==> src/rtl/rsq_pkg.sv <==
package rsq_pkg;

  localparam logic [5:0] MAJOR_VEC = 6'b010010;
  localparam logic [5:0] FN_RSQ    = 6'h34;
  localparam logic [5:0] FN_NOP    = 6'h37;
  localparam logic [5:0] FN_NULL   = 6'h3F;

  typedef enum logic [1:0] {K_RSQ = 2'd0, K_NOP = 2'd1, K_BAD = 2'd2} kind_e;

  typedef struct packed {
    kind_e       kind;
    logic [3:0]  esel;
    logic [2:0]  lane;
    logic [4:0]  vd;
  } dec_t;

  typedef struct packed {
    kind_e       kind;
    logic        neg;
    logic        zero;
    logic        minv;
    logic [4:0]  shift;
    logic [2:0]  lane;
    logic [4:0]  vd;
  } stage_t;

  // leading zeros of a 32-bit word; an all-zero word reports 0
  function automatic logic [4:0] lead_zeros(input logic [31:0] v);
    logic [4:0] n;
    logic       found;
    n = '0;
    found = 1'b0;
    for (int i = 31; i >= 0; i--) begin
      if (!found && v[i]) begin
        n = 5'(31 - i);
        found = 1'b1;
      end
    end
    return n;
  endfunction

  function automatic logic [9:0] table_addr(input logic [31:0] mag, input logic [4:0] sh);
    return {1'b1, 8'((mag << sh) >> 23), sh[0]};
  endfunction

  function automatic logic [31:0] rebuild(input logic [15:0] entry, input logic [4:0] sh,
                                          input logic neg, input logic zero, input logic minv);
    logic [31:0] base;
    logic [4:0]  inv;
    logic [31:0] t;
    base = 32'h4000_0000 | {2'b00, entry, 14'b0};
    inv  = ~sh;
    t    = base >> inv[4:1];
    if (neg)       t = ~t;
    if (zero)      t = 32'h7FFF_FFFF;
    else if (minv) t = 32'hFFFF_0000;
    return t;
  endfunction

  // which source element feeds accumulator lane 'lane'
  function automatic logic [2:0] lane_pick(input logic [3:0] esel, input logic [2:0] lane);
    if (esel[3])      return esel[2:0];
    else if (esel[2]) return {lane[2], esel[1:0]};
    else if (esel[1]) return {lane[2:1], esel[0]};
    else              return lane;
  endfunction

endpackage

==> src/rtl/rsq_decode.sv <==
module rsq_decode
  import rsq_pkg::*;
(
  input  logic [31:0] instr,
  output dec_t        dec
);
  logic major_ok;
  logic unused_fields;

  assign major_ok      = (instr[31:26] == MAJOR_VEC) && instr[25];
  assign unused_fields = ^instr[20:14];

  always_comb begin
    dec.esel = instr[24:21];
    dec.lane = instr[13:11];
    dec.vd   = instr[10:6];
    if (major_ok && instr[5:0] == FN_RSQ)
      dec.kind = K_RSQ;
    else if (major_ok && (instr[5:0] == FN_NOP || instr[5:0] == FN_NULL))
      dec.kind = K_NOP;
    else
      dec.kind = K_BAD;
  end
endmodule

==> src/rtl/rsq_front.sv <==
module rsq_front
  import rsq_pkg::*;
#(
  parameter int LANES  = 8,
  parameter int ELEM_W = 16
) (
  input  logic                      clk,
  input  logic                      rst_n,
  input  logic                      start,
  input  dec_t                      dec,
  input  logic [LANES*ELEM_W-1:0]   src_vec,
  output logic                      s1_valid,
  output stage_t                    s1,
  output logic [LANES*ELEM_W-1:0]   s1_acc,
  output logic [9:0]                rom_addr
);
  localparam int VEC_W = LANES * ELEM_W;

  logic [ELEM_W-1:0] operand;
  logic [ELEM_W-1:0] abs_val;
  logic [31:0]       mag;
  stage_t            nxt;
  logic [VEC_W-1:0]  acc_next;
  logic [9:0]        addr_next;

  assign operand = src_vec[dec.esel[2:0]*ELEM_W +: ELEM_W];
  assign abs_val = operand[ELEM_W-1] ? ELEM_W'(~operand + 1'b1) : operand;
  assign mag     = 32'(abs_val);

  always_comb begin
    nxt.kind  = dec.kind;
    nxt.neg   = operand[ELEM_W-1];
    nxt.zero  = (operand == '0);
    nxt.minv  = operand[ELEM_W-1] && (operand[ELEM_W-2:0] == '0);
    nxt.shift = lead_zeros(mag);
    nxt.lane  = dec.lane;
    nxt.vd    = dec.vd;
  end

  assign addr_next = table_addr(mag, nxt.shift);

  for (genvar g = 0; g < LANES; g++) begin : g_bcast
    logic [2:0] pick;
    assign pick = lane_pick(dec.esel, 3'(g));
    assign acc_next[g*ELEM_W +: ELEM_W] = src_vec[pick*ELEM_W +: ELEM_W];
  end

  always_ff @(posedge clk or negedge rst_n) begin
    if (!rst_n) begin
      s1_valid <= 1'b0;
      s1       <= '0;
      s1_acc   <= '0;
      rom_addr <= '0;
    end else begin
      s1_valid <= start;
      if (start) begin
        s1       <= nxt;
        s1_acc   <= acc_next;
        rom_addr <= addr_next;
      end
    end
  end

  // a live lookup carries a normalized magnitude, so its shift is at least 16
  a_r3_shift_range: assert property (@(posedge clk) disable iff (!rst_n)
    (s1_valid && s1.kind == K_RSQ && !s1.zero) |-> (s1.shift >= 5'd16));
endmodule

==> src/rtl/rsq_back.sv <==
module rsq_back
  import rsq_pkg::*;
#(
  parameter int LANES  = 8,
  parameter int ELEM_W = 16
) (
  input  logic                      clk,
  input  logic                      rst_n,
  input  logic                      s1_valid,
  input  stage_t                    s1,
  input  logic [LANES*ELEM_W-1:0]   s1_acc,
  input  logic [15:0]               rom_data,
  output logic                      done,
  output logic                      illegal,
  output logic                      lane_we,
  output logic [2:0]                lane_idx,
  output logic [4:0]                dst_reg,
  output logic [15:0]               lane_data,
  output logic [31:0]               result,
  output logic                      acc_we,
  output logic [LANES*ELEM_W-1:0]   acc_low
);
  logic                    s2_valid;
  stage_t                  s2;
  logic [LANES*ELEM_W-1:0] s2_acc;
  logic                    s2_is_rsq;
  logic [31:0]             shaped;

  assign s2_is_rsq = s2_valid && s2.kind == K_RSQ;
  assign shaped    = rebuild(rom_data, s2.shift, s2.neg, s2.zero, s2.minv);

  always_ff @(posedge clk or negedge rst_n) begin
    if (!rst_n) begin
      s2_valid  <= 1'b0;
      s2        <= '0;
      s2_acc    <= '0;
      done      <= 1'b0;
      illegal   <= 1'b0;
      lane_we   <= 1'b0;
      acc_we    <= 1'b0;
      lane_idx  <= '0;
      dst_reg   <= '0;
      lane_data <= '0;
      result    <= '0;
      acc_low   <= '0;
    end else begin
      s2_valid <= s1_valid;
      if (s1_valid) begin
        s2     <= s1;
        s2_acc <= s1_acc;
      end
      done    <= s2_valid;
      illegal <= s2_valid && s2.kind == K_BAD;
      lane_we <= s2_is_rsq;
      acc_we  <= s2_is_rsq;
      if (s2_is_rsq) begin
        result    <= shaped;
        lane_data <= shaped[15:0];
        lane_idx  <= s2.lane;
        dst_reg   <= s2.vd;
        acc_low   <= s2_acc;
      end
    end
  end

  a_r6_zero_code: assert property (@(posedge clk) disable iff (!rst_n)
    (s2_is_rsq && s2.zero) |=> (result == 32'h7FFF_FFFF));
  a_r5_neg_sign: assert property (@(posedge clk) disable iff (!rst_n)
    (s2_is_rsq && s2.neg) |=> result[31]);
  a_r4_pos_range: assert property (@(posedge clk) disable iff (!rst_n)
    (s2_is_rsq && !s2.neg && !s2.zero) |=> (!result[31] && result >= 32'h0080_0000));
  a_r11_no_write: assert property (@(posedge clk) disable iff (!rst_n)
    illegal |-> (!lane_we && !acc_we));
  a_r10_nop_quiet: assert property (@(posedge clk) disable iff (!rst_n)
    (s2_valid && s2.kind == K_NOP) |=> (done && !lane_we && !acc_we && !illegal));
endmodule

==> src/rtl/rsq_unit.sv <==
module rsq_unit
  import rsq_pkg::*;
#(
  parameter int LANES  = 8,
  parameter int ELEM_W = 16
) (
  input  logic                      clk,
  input  logic                      rst_n,
  input  logic                      start,
  input  logic [31:0]               instr,
  input  logic [LANES*ELEM_W-1:0]   src_vec,
  output logic [9:0]                rom_addr,
  input  logic [15:0]               rom_data,
  output logic                      done,
  output logic                      illegal,
  output logic                      lane_we,
  output logic [2:0]                lane_idx,
  output logic [4:0]                dst_reg,
  output logic [15:0]               lane_data,
  output logic [31:0]               result,
  output logic                      acc_we,
  output logic [LANES*ELEM_W-1:0]   acc_low
);
  dec_t                    dec;
  logic                    s1_valid;
  stage_t                  s1;
  logic [LANES*ELEM_W-1:0] s1_acc;

  rsq_decode u_dec (.instr(instr), .dec(dec));

  rsq_front #(.LANES(LANES), .ELEM_W(ELEM_W)) u_front (
    .clk(clk), .rst_n(rst_n), .start(start), .dec(dec), .src_vec(src_vec),
    .s1_valid(s1_valid), .s1(s1), .s1_acc(s1_acc), .rom_addr(rom_addr)
  );

  rsq_back #(.LANES(LANES), .ELEM_W(ELEM_W)) u_back (
    .clk(clk), .rst_n(rst_n), .s1_valid(s1_valid), .s1(s1), .s1_acc(s1_acc),
    .rom_data(rom_data), .done(done), .illegal(illegal), .lane_we(lane_we),
    .lane_idx(lane_idx), .dst_reg(dst_reg), .lane_data(lane_data), .result(result),
    .acc_we(acc_we), .acc_low(acc_low)
  );

  a_r12_done_follows: assert property (@(posedge clk) disable iff (!rst_n)
    start |-> ##3 done);
  a_r12_no_stray_done: assert property (@(posedge clk) disable iff (!rst_n)
    done |-> $past(start, 3));
  a_r8_enables_paired: assert property (@(posedge clk) disable iff (!rst_n)
    lane_we |-> (acc_we && done));
endmodule

==> config.mk <==
export PLATFORM = sky130hd
export DESIGN_NAME = rsq_unit
export DESIGN_NICKNAME = d
export VERILOG_FILES = /design/src/rtl/rsq_pkg.sv /design/src/rtl/rsq_decode.sv /design/src/rtl/rsq_front.sv /design/src/rtl/rsq_back.sv /design/src/rtl/rsq_unit.sv
export SDC_FILE = /design/constraint.sdc
export NUM_CORES = 1
export LEC_CHECK = 0
export ABC_CLOCK_PERIOD_IN_PS = 5000
export BUFFER_PORTS_ARGS = -buffer_cell sky130_fd_sc_hd__buf_2
export CORE_AREA = 5 5 184 257
export CTS_CLUSTER_DIAMETER = 150
export CTS_CLUSTER_SIZE = 8
export DETAILED_ROUTE_END_ITERATION = 6
export DIE_AREA = 0 0 189 262
export PLACE_DENSITY_LB_ADDON = 0.3
export SKIP_LAST_GASP = 1
export SLEW_MARGIN = 20
export SYNTH_ARGS = -nofsm -noshare
export SYNTH_HDL_FRONTEND = slang
export SYNTH_SLANG_ARGS = --single-unit
==> constraint.sdc <==
create_clock -name clk -period 5 [get_ports clk]
set_input_delay 0 -clock clk [delete_from_list [all_inputs] [get_ports clk]]
set_output_delay 0 -clock clk [all_outputs]
set_load 0.02 [all_outputs]
* Word level (Yosys, flattened, before mapping)
Index checks and enable logic that the tools add are counted.
** Storage, ports and cells
- Flip-flop bits (word level) :: 491
- Input bits :: 179
- Output and inout port bits :: 198
- Logic and storage cells :: 148
** Operators by class
- Add/sub/neg operators :: 1
- Equality and inequality tests :: 5
- Shift operators :: 11
- Muxes and demuxes :: 61
- Bitwise logic cells :: 3
- Reductions and logical operators :: 40
** Operators with widths (number)
- $shiftx A128 B8 Y16 :: 9
- $mux W32 :: 3
- $mux W5 :: 16
- $mux W3 :: 16
- $not A32 Y32 :: 1
- $shr A31 B4 Y32 :: 1
- $shl A16 B5 Y31 :: 1
- $mux W1 :: 23
- $logic_and A1 B1 Y1 :: 21
- $eq A6 B6 Y1 const B :: 3
- $add A16 B1 Y16 const B :: 1
- $logic_not A16 Y1 :: 1
- $mux W16 :: 1
- $not A16 Y16 :: 1
- $logic_not A1 Y1 :: 15
- $logic_not A15 Y1 :: 1
- $eq A6 B5 Y1 const B :: 1
- $not A5 Y5 :: 1
- $mux W2 :: 2
- $eq A2 B2 Y1 const B :: 1
- $logic_not A2 Y1 :: 1
- $logic_or A1 B1 Y1 :: 1

* Logic depth before layout (Yosys ltp)
- Depth in word-level cells :: 51
- Mapped depth :: 19
- Gate-level depth less buffers :: 14

* Hierarchy
From an unflattened synthesis, not the netlist that was laid out.
** Unflattened totals
- Cells, all modules :: 2638
- Area total of the unflattened synthesis :: 25125.3 um^2
** By module, submodules not included
- rsq_back :: times used 1, cells each 1205, area each 13355.3 um^2, seq. area each 7932.6 um^2
- rsq_front :: times used 1, cells each 1414, area each 11628.7 um^2, seq. area each 3903.7 um^2
- rsq_decode :: times used 1, cells each 19, area each 141.4 um^2, seq. area each 0.0 um^2

* Least setup slack after synthesis
Ideal clock, no wire load.
- Path type :: input to register
- From :: in instr[22]
- To :: reg u_front.rom_addr[5]
- Library setup time :: 0.130 ns
- Arrival time :: 3.924 ns
- Data required time :: 4.870 ns
- Path slack :: 0.946 ns
- Stages on the path :: 17
- Path buffers :: 3
- Path through :: buf_6 -> mux4_2 -> mux2i_1 -> clkbuf_1 -> ha_1 -> inv_1 -> a41oi_1 -> buf_2 -> a41oi_1 -> xor2_2 -> nand2_2 -> nor4_4 -> nand2b_2 -> o31ai_4 -> mux2_2 -> o211ai_1 -> nand3_1
** Between the ends
- Cells in the longest elaborated chain, start to end :: 51
- Elaborated cells between the ends (all ways) :: 66
- Classes of those cells :: add/sub: 1; shift: 2; mux: 32; bitwise: 1; reduce/logical: 30
** RTL lines
- from (decl) :: RTL line rsq_unit.sv:10 : input logic [31:0] instr,
- $shiftx A128 B8 Y16 (*) :: RTL line rsq_front.sv:26 : assign operand = src_vec[dec.esel[2:0]*ELEM_W +: ELEM_W];
- $not A16 Y16 :: RTL line rsq_front.sv:27 : assign abs_val = operand[ELEM_W-1] ? ELEM_W'(~operand + 1'b1) : operand;
- $add A16 B1 Y16 :: RTL line rsq_front.sv:27
- $mux W16 (*) :: RTL line rsq_front.sv:27
- $mux W1 :: RTL line rsq_pkg.sv:34 : if (!found && v[i]) begin
- $logic_not A1 Y1 :: RTL line rsq_pkg.sv:34
- $logic_and A1 B1 Y1 :: RTL line rsq_pkg.sv:34
- $mux W1 :: RTL line rsq_pkg.sv:34
- [... 35 more ...]
- $mux W1 :: RTL line rsq_pkg.sv:34
- $logic_not A1 Y1 :: RTL line rsq_pkg.sv:34
- $logic_and A1 B1 Y1 :: RTL line rsq_pkg.sv:34
- $mux W1 :: RTL line rsq_pkg.sv:34
- $logic_not A1 Y1 :: RTL line rsq_pkg.sv:34
- $logic_and A1 B1 Y1 :: RTL line rsq_pkg.sv:34
- $mux W5 :: RTL line rsq_pkg.sv:34
- $shl A16 B5 Y31 (*) :: RTL line rsq_pkg.sv:43 : return {1'b1, 8'((mag << sh) >> 23), sh[0]};
- to (signal assigned) :: RTL line rsq_front.sv:59 : rom_addr <= addr_next;
- to (decl) :: RTL line rsq_front.sv:15 : output logic [9:0] rom_addr
Mark *: on every way between the ends. The rest lies on a longest branch, timed or not.
A chain may end at the register's enable or synchronous reset.

* Final worst setup path
- From :: in src_vec[117]
- To :: reg u_front.rom_addr[8]
** Between the ends
- Cells in the longest elaborated chain, start to end :: 51
- Elaborated cells between the ends (all ways) :: 66
- Classes of those cells :: add/sub: 1; shift: 2; mux: 32; bitwise: 1; reduce/logical: 30
** RTL lines
- from (decl) :: RTL line rsq_unit.sv:11 : input logic [LANES*ELEM_W-1:0] src_vec,
- $shiftx A128 B8 Y16 (*) :: RTL line rsq_front.sv:26
- $not A16 Y16 :: RTL line rsq_front.sv:27
- $add A16 B1 Y16 :: RTL line rsq_front.sv:27
- $mux W16 (*) :: RTL line rsq_front.sv:27
- $mux W1 :: RTL line rsq_pkg.sv:34
- $logic_not A1 Y1 :: RTL line rsq_pkg.sv:34
- $logic_and A1 B1 Y1 :: RTL line rsq_pkg.sv:34
- $mux W1 :: RTL line rsq_pkg.sv:34
- [... 35 more ...]
- $mux W1 :: RTL line rsq_pkg.sv:34
- $logic_not A1 Y1 :: RTL line rsq_pkg.sv:34
- $logic_and A1 B1 Y1 :: RTL line rsq_pkg.sv:34
- $mux W1 :: RTL line rsq_pkg.sv:34
- $logic_not A1 Y1 :: RTL line rsq_pkg.sv:34
- $logic_and A1 B1 Y1 :: RTL line rsq_pkg.sv:34
- $mux W5 :: RTL line rsq_pkg.sv:34
- $shl A16 B5 Y31 (*) :: RTL line rsq_pkg.sv:43
Marked as above.

==> flow_metrics.py <==
metrics = {
    "run_status": {
        "status": "finished, violations left",
        "failed_checks": "DRC",
    },
    "critical_path": {
        "crit_top_cell": "mux2i_1",
        "critPathTopFamily": "multiplexers",
        "end_kind": "flip-flop",
        "cp-start-kind": "input pin",
        "cp_slowest_cell": "dlygate4sd3_1",
        "max_stage_delay_ps": 560,
        "reg2reg_depth": 10,
        "worstSetupPathType": "input pin to flip-flop",
        "crit_chain": "dlygate4sd3_1 > buf_2 > mux4_2 > mux2i_1 > and2_1 > nand2_1 > o31a_1 > a211o_1 > nand2_1 > o31a_1 > buf_4 > mux2i_1 > mux2i_1 > a22oi_1 > a22oi_1",
        "path_depth": 15,
        "cp.arrival_ps": 4500,
        "r2r_start": "u_back.s2[10]",
        "r2r_slack_ps": 2010,
        "r2r-end": "u_back.result[12]",
        "worstPathRequired_ps": 5450,
        "critPathMaxFanout": 13,
        "critPathBufInv": 3,
    },
    "floorplan": {
        "die_x_um": 189,
        "io_pins": 377,
        "die_area_um2": 49520,
        "initial_core_util_pct": 54.33,
        "dieHeight_um": 262,
        "core_area_um2": 44780,
        "rows": 92,
    },
    "final_layout": {
        "num-fill-cells": 3488,
        "top_regs": "u_back.acc_low (128), u_back.s2_acc (128), u_front.s1_acc (128)",
        "layout.nets": 3248,
        "drive_gt1_share_pct": 23.96,
        "syn_to_final_growth_pct": 23.27,
    },
    "clock_tree": {
        "cts_buffer_depth": 3,
        "numCtsBuffers": 69,
        "post_cts_buffers": 0,
        "clk_pin_slew_ps": 50,
        "clk_latency_ps": 610,
        "cts.sinks": 473,
        "cts_root_buf": "clkbuf_16",
        "tritoncts": "built",
        "h-tree-depth": 3,
    },
    "logic_synthesis": {
        "synthArstFlopShare_pct": 100.0,
        "synth_area_um2": 24330,
        "synth_edf_count": 0,
        "seq_area_frac_synth_pct": 48.66,
        "avgSynthCellArea_um2": 9.278,
        "synth_warnings": 0,
        "synth-main-ff-cell": "dfrtp_1",
        "synthCells": 2622,
        "ys_types": 85,
        "ys_seq_elements": 473,
        "syn-num-nets": 2802,
    },
    "pwr": {
        "p_per_area_nw_per_um2": 415.7,
        "cellInternalPower_w": 0.008281,
        "p_switching_w": 0.004185,
        "leakagePower_nw": 14.10,
        "max-vdd-ir-drop_v": 0.0003795,
        "p_sw_share_pct": 33.57,
        "power_frac_seq_pct": 39.7,
        "power_w": 0.01247,
        "p_comb_share_pct": 26.9,
        "pwr-share-clk_pct": 33.3,
    },
    "timing": {
        "setup_violations": 0,
        "period_minus_slack_ps": 4051,
        "tightest_slew_ps": 1125,
        "slew_violations": 0,
        "fin_crit_sh_pct": 81.01,
        "hold_viol_final": 0,
        "rsz0062_at_grt": "no",
        "setup_tns_ps": 0,
        "setup_ws_ps": 949.5,
        "finClkSkew_ps": 31.65,
        "max_freq_mhz": 246.9,
        "whs_ps": 27.81,
        "max-slew-margin-rel_pct": 24.84,
    },
    "placed_design": {
        "io_buffers": 369,
        "dp.final_hpwl_um": 58610,
        "dp_slack_ps": 460.8,
        "finalWeightedCongestion": 0.9732,
    },
    "route": {
        "vias": 21590,
        "via_per_inst": 5.920,
        "first_pass_iters": 7,
        "ant_nets": 0,
        "routedWlPerCell_um": 22.99,
        "drc": 1,
        "drt_iter0_markers": 1986,
        "totalWireLength_um": 83850,
    },
    "min_path": {
        "hold_path.class": "input pin to flip-flop",
        "worstHoldStart": "src_vec[59]",
        "hold_depth": 5,
        "hold_end": "u_front.s1_acc[43]",
    },
    "grt": {
        "grt_overflow_total": 0,
        "grt_pass1_vias": 22100,
        "grt_max_degree": 171,
        "track_usage_pct": 33.67,
        "antenna_found_initial": 9,
        "grt_pass1_wl_um": 129200,
    },
    "flow_run": {
        "maxCapViolCount": 0,
    },
}
## logic make-up after synthesis
logic type | synth area share, %
and+or+nand+nor | 17.54
AOI/OAI and AO/OA | 12.97
DFF | 48.66
muxes | 15.24
buffers and inverters | 4.079
xor gates and xnor gates | 1.471
adders and majority gates | 0.05143
## routing by layer
metal  track usage [%]  up-vias  part of all wire (%)
met2             55.16     1105                    48
met1             41.06    10360                    37
met3             5.288      302                   7.2
met4             23.47        6                   7.9
li1                  -     9815                     -
met5                 0        -                 0.039
## cell type report
cell class,instances,area (um^2),share of cell area [%]
Sequential cell,473,11840,39.49
Inverter,21,81.33,0.2712
Antenna cell,7,17.52,0.05842
Clock inverter,8,145.1,0.4840
Timing Repair Buffer,577,3908,13.03
Tap cell,564,705.7,2.353
Multi-Input combinational cell,1926,11550,38.53
Clock buffer,71,1734,5.783
## worst min-delay path: stages
cell	delay [ps]
buf_2	130
nand2_1	60
a31oi_1	80
a21oi_1	230
a21oi_1	100
## placed cells by master (no fill, tap or decap), types with 4 or more instances in the layout
cell type      instances
a211o_1                5
a211oi_1               8
a21boi_0              31
a21o_1                 5
a21oi_1              342
a22oi_1                5
a31oi_1               37
a32oi_1                5
a41oi_1                4
and2_1                40
and3_1                 4
buf_12                 8
buf_2                367
buf_4                 48
clkbuf_16             69
dfrtp_1              472
diode_2                7
dlygate4sd3_1        152
inv_1                 19
mux2_2               158
mux2i_1              115
mux2i_2                4
mux4_2                30
nand2_1              683
nand2b_1               5
nand3_1               43
nand4_1                6
nor2_1               200
nor2b_1                9
nor3_1                 9
o211ai_1               6
o21ai_0               46
or2_2                  7
or3_1                  6
xnor2_1               22
xor2_1                17
## repair_timing
action                                 in CTS  in global routing
endpoints found under the hold margin     593                  0
hold buffers                              153                  0
gates resized for setup                     0                  0
## synthesized netlist by cell type, types with 3 or more instances
cell	count	area, um^2
a211o_1	5	43.79
a211oi_1	8	60.06
a21boi_0	31	232.7
a21o_1	5	37.54
a21oi_1	342	1712
a22o_1	3	26.28
a22oi_1	5	37.54
a31oi_1	37	231.5
a32oi_1	5	43.79
a41oi_1	4	35.03
and2_1	40	250.2
and3_1	4	25.02
buf_1	19	71.32
buf_2	10	50.05
buf_4	23	172.7
buf_6	3	33.78
buf_8	3	45.04
clkbuf_1	144	540.5
dfrtp_1	473	11840
inv_1	19	71.32
mux2_2	158	1779
mux2i_1	115	1151
mux2i_2	4	55.05
mux4_2	30	675.7
nand2_1	683	2564
nand2b_1	5	31.28
nand3_1	43	215.2
nand4_1	6	37.54
nor2_1	202	758.2
nor2b_1	12	75.07
nor3_1	9	45.04
o211a_1	3	30.03
o211ai_1	6	45.04
o21a_1	3	22.52
o21ai_0	47	235.2
o22ai_1	3	18.77
or2_2	7	43.79
or3_1	6	37.54
xnor2_1	22	192.7
xor2_1	17	148.9
## power by group through the flow
stage / clock network (W) / registers [W] / logic (W)
2_1_floorplan: 0 / 0.00520 / 0.00177
3_3_place_gp: 0 / 0.00496 / 0.00317
3_5_place_dp: 0 / 0.00499 / 0.00320
4_1_cts: 0.00423 / 0.00494 / 0.00335
5_1_grt: 0.00441 / 0.00502 / 0.00363
6_report: 0.00416 / 0.00495 / 0.00336
## worst max-delay path by stage
| stage | start | endpoint | slack, ps |
|---|---|---|---|
| final | src_vec[117] | u_front.rom_addr[8] | 950 |
| after global routing | src_vec[117] | u_front.rom_addr[6] | 600 |
| after CTS | src_vec[117] | u_front.rom_addr[7] | 1060 |
| after detailed placement | instr[22] | u_front.rom_addr[8] | 460 |
| after global placement | instr[22] | u_front.rom_addr[7] | 500 |
| after floorplan | instr[22] | u_front.rom_addr[5] | 950 |
## stage by stage
stage               instances  instance area, um^2  util, %
floorplan                2622                24330        -
global placement         3408                26550    59.29
detailed placement       3408                26550    59.29
CTS                      3640                29970    66.93
global route             3643                29980    66.94
finish                   3647                29990    66.97
Power figures use the tool's default switching activity.
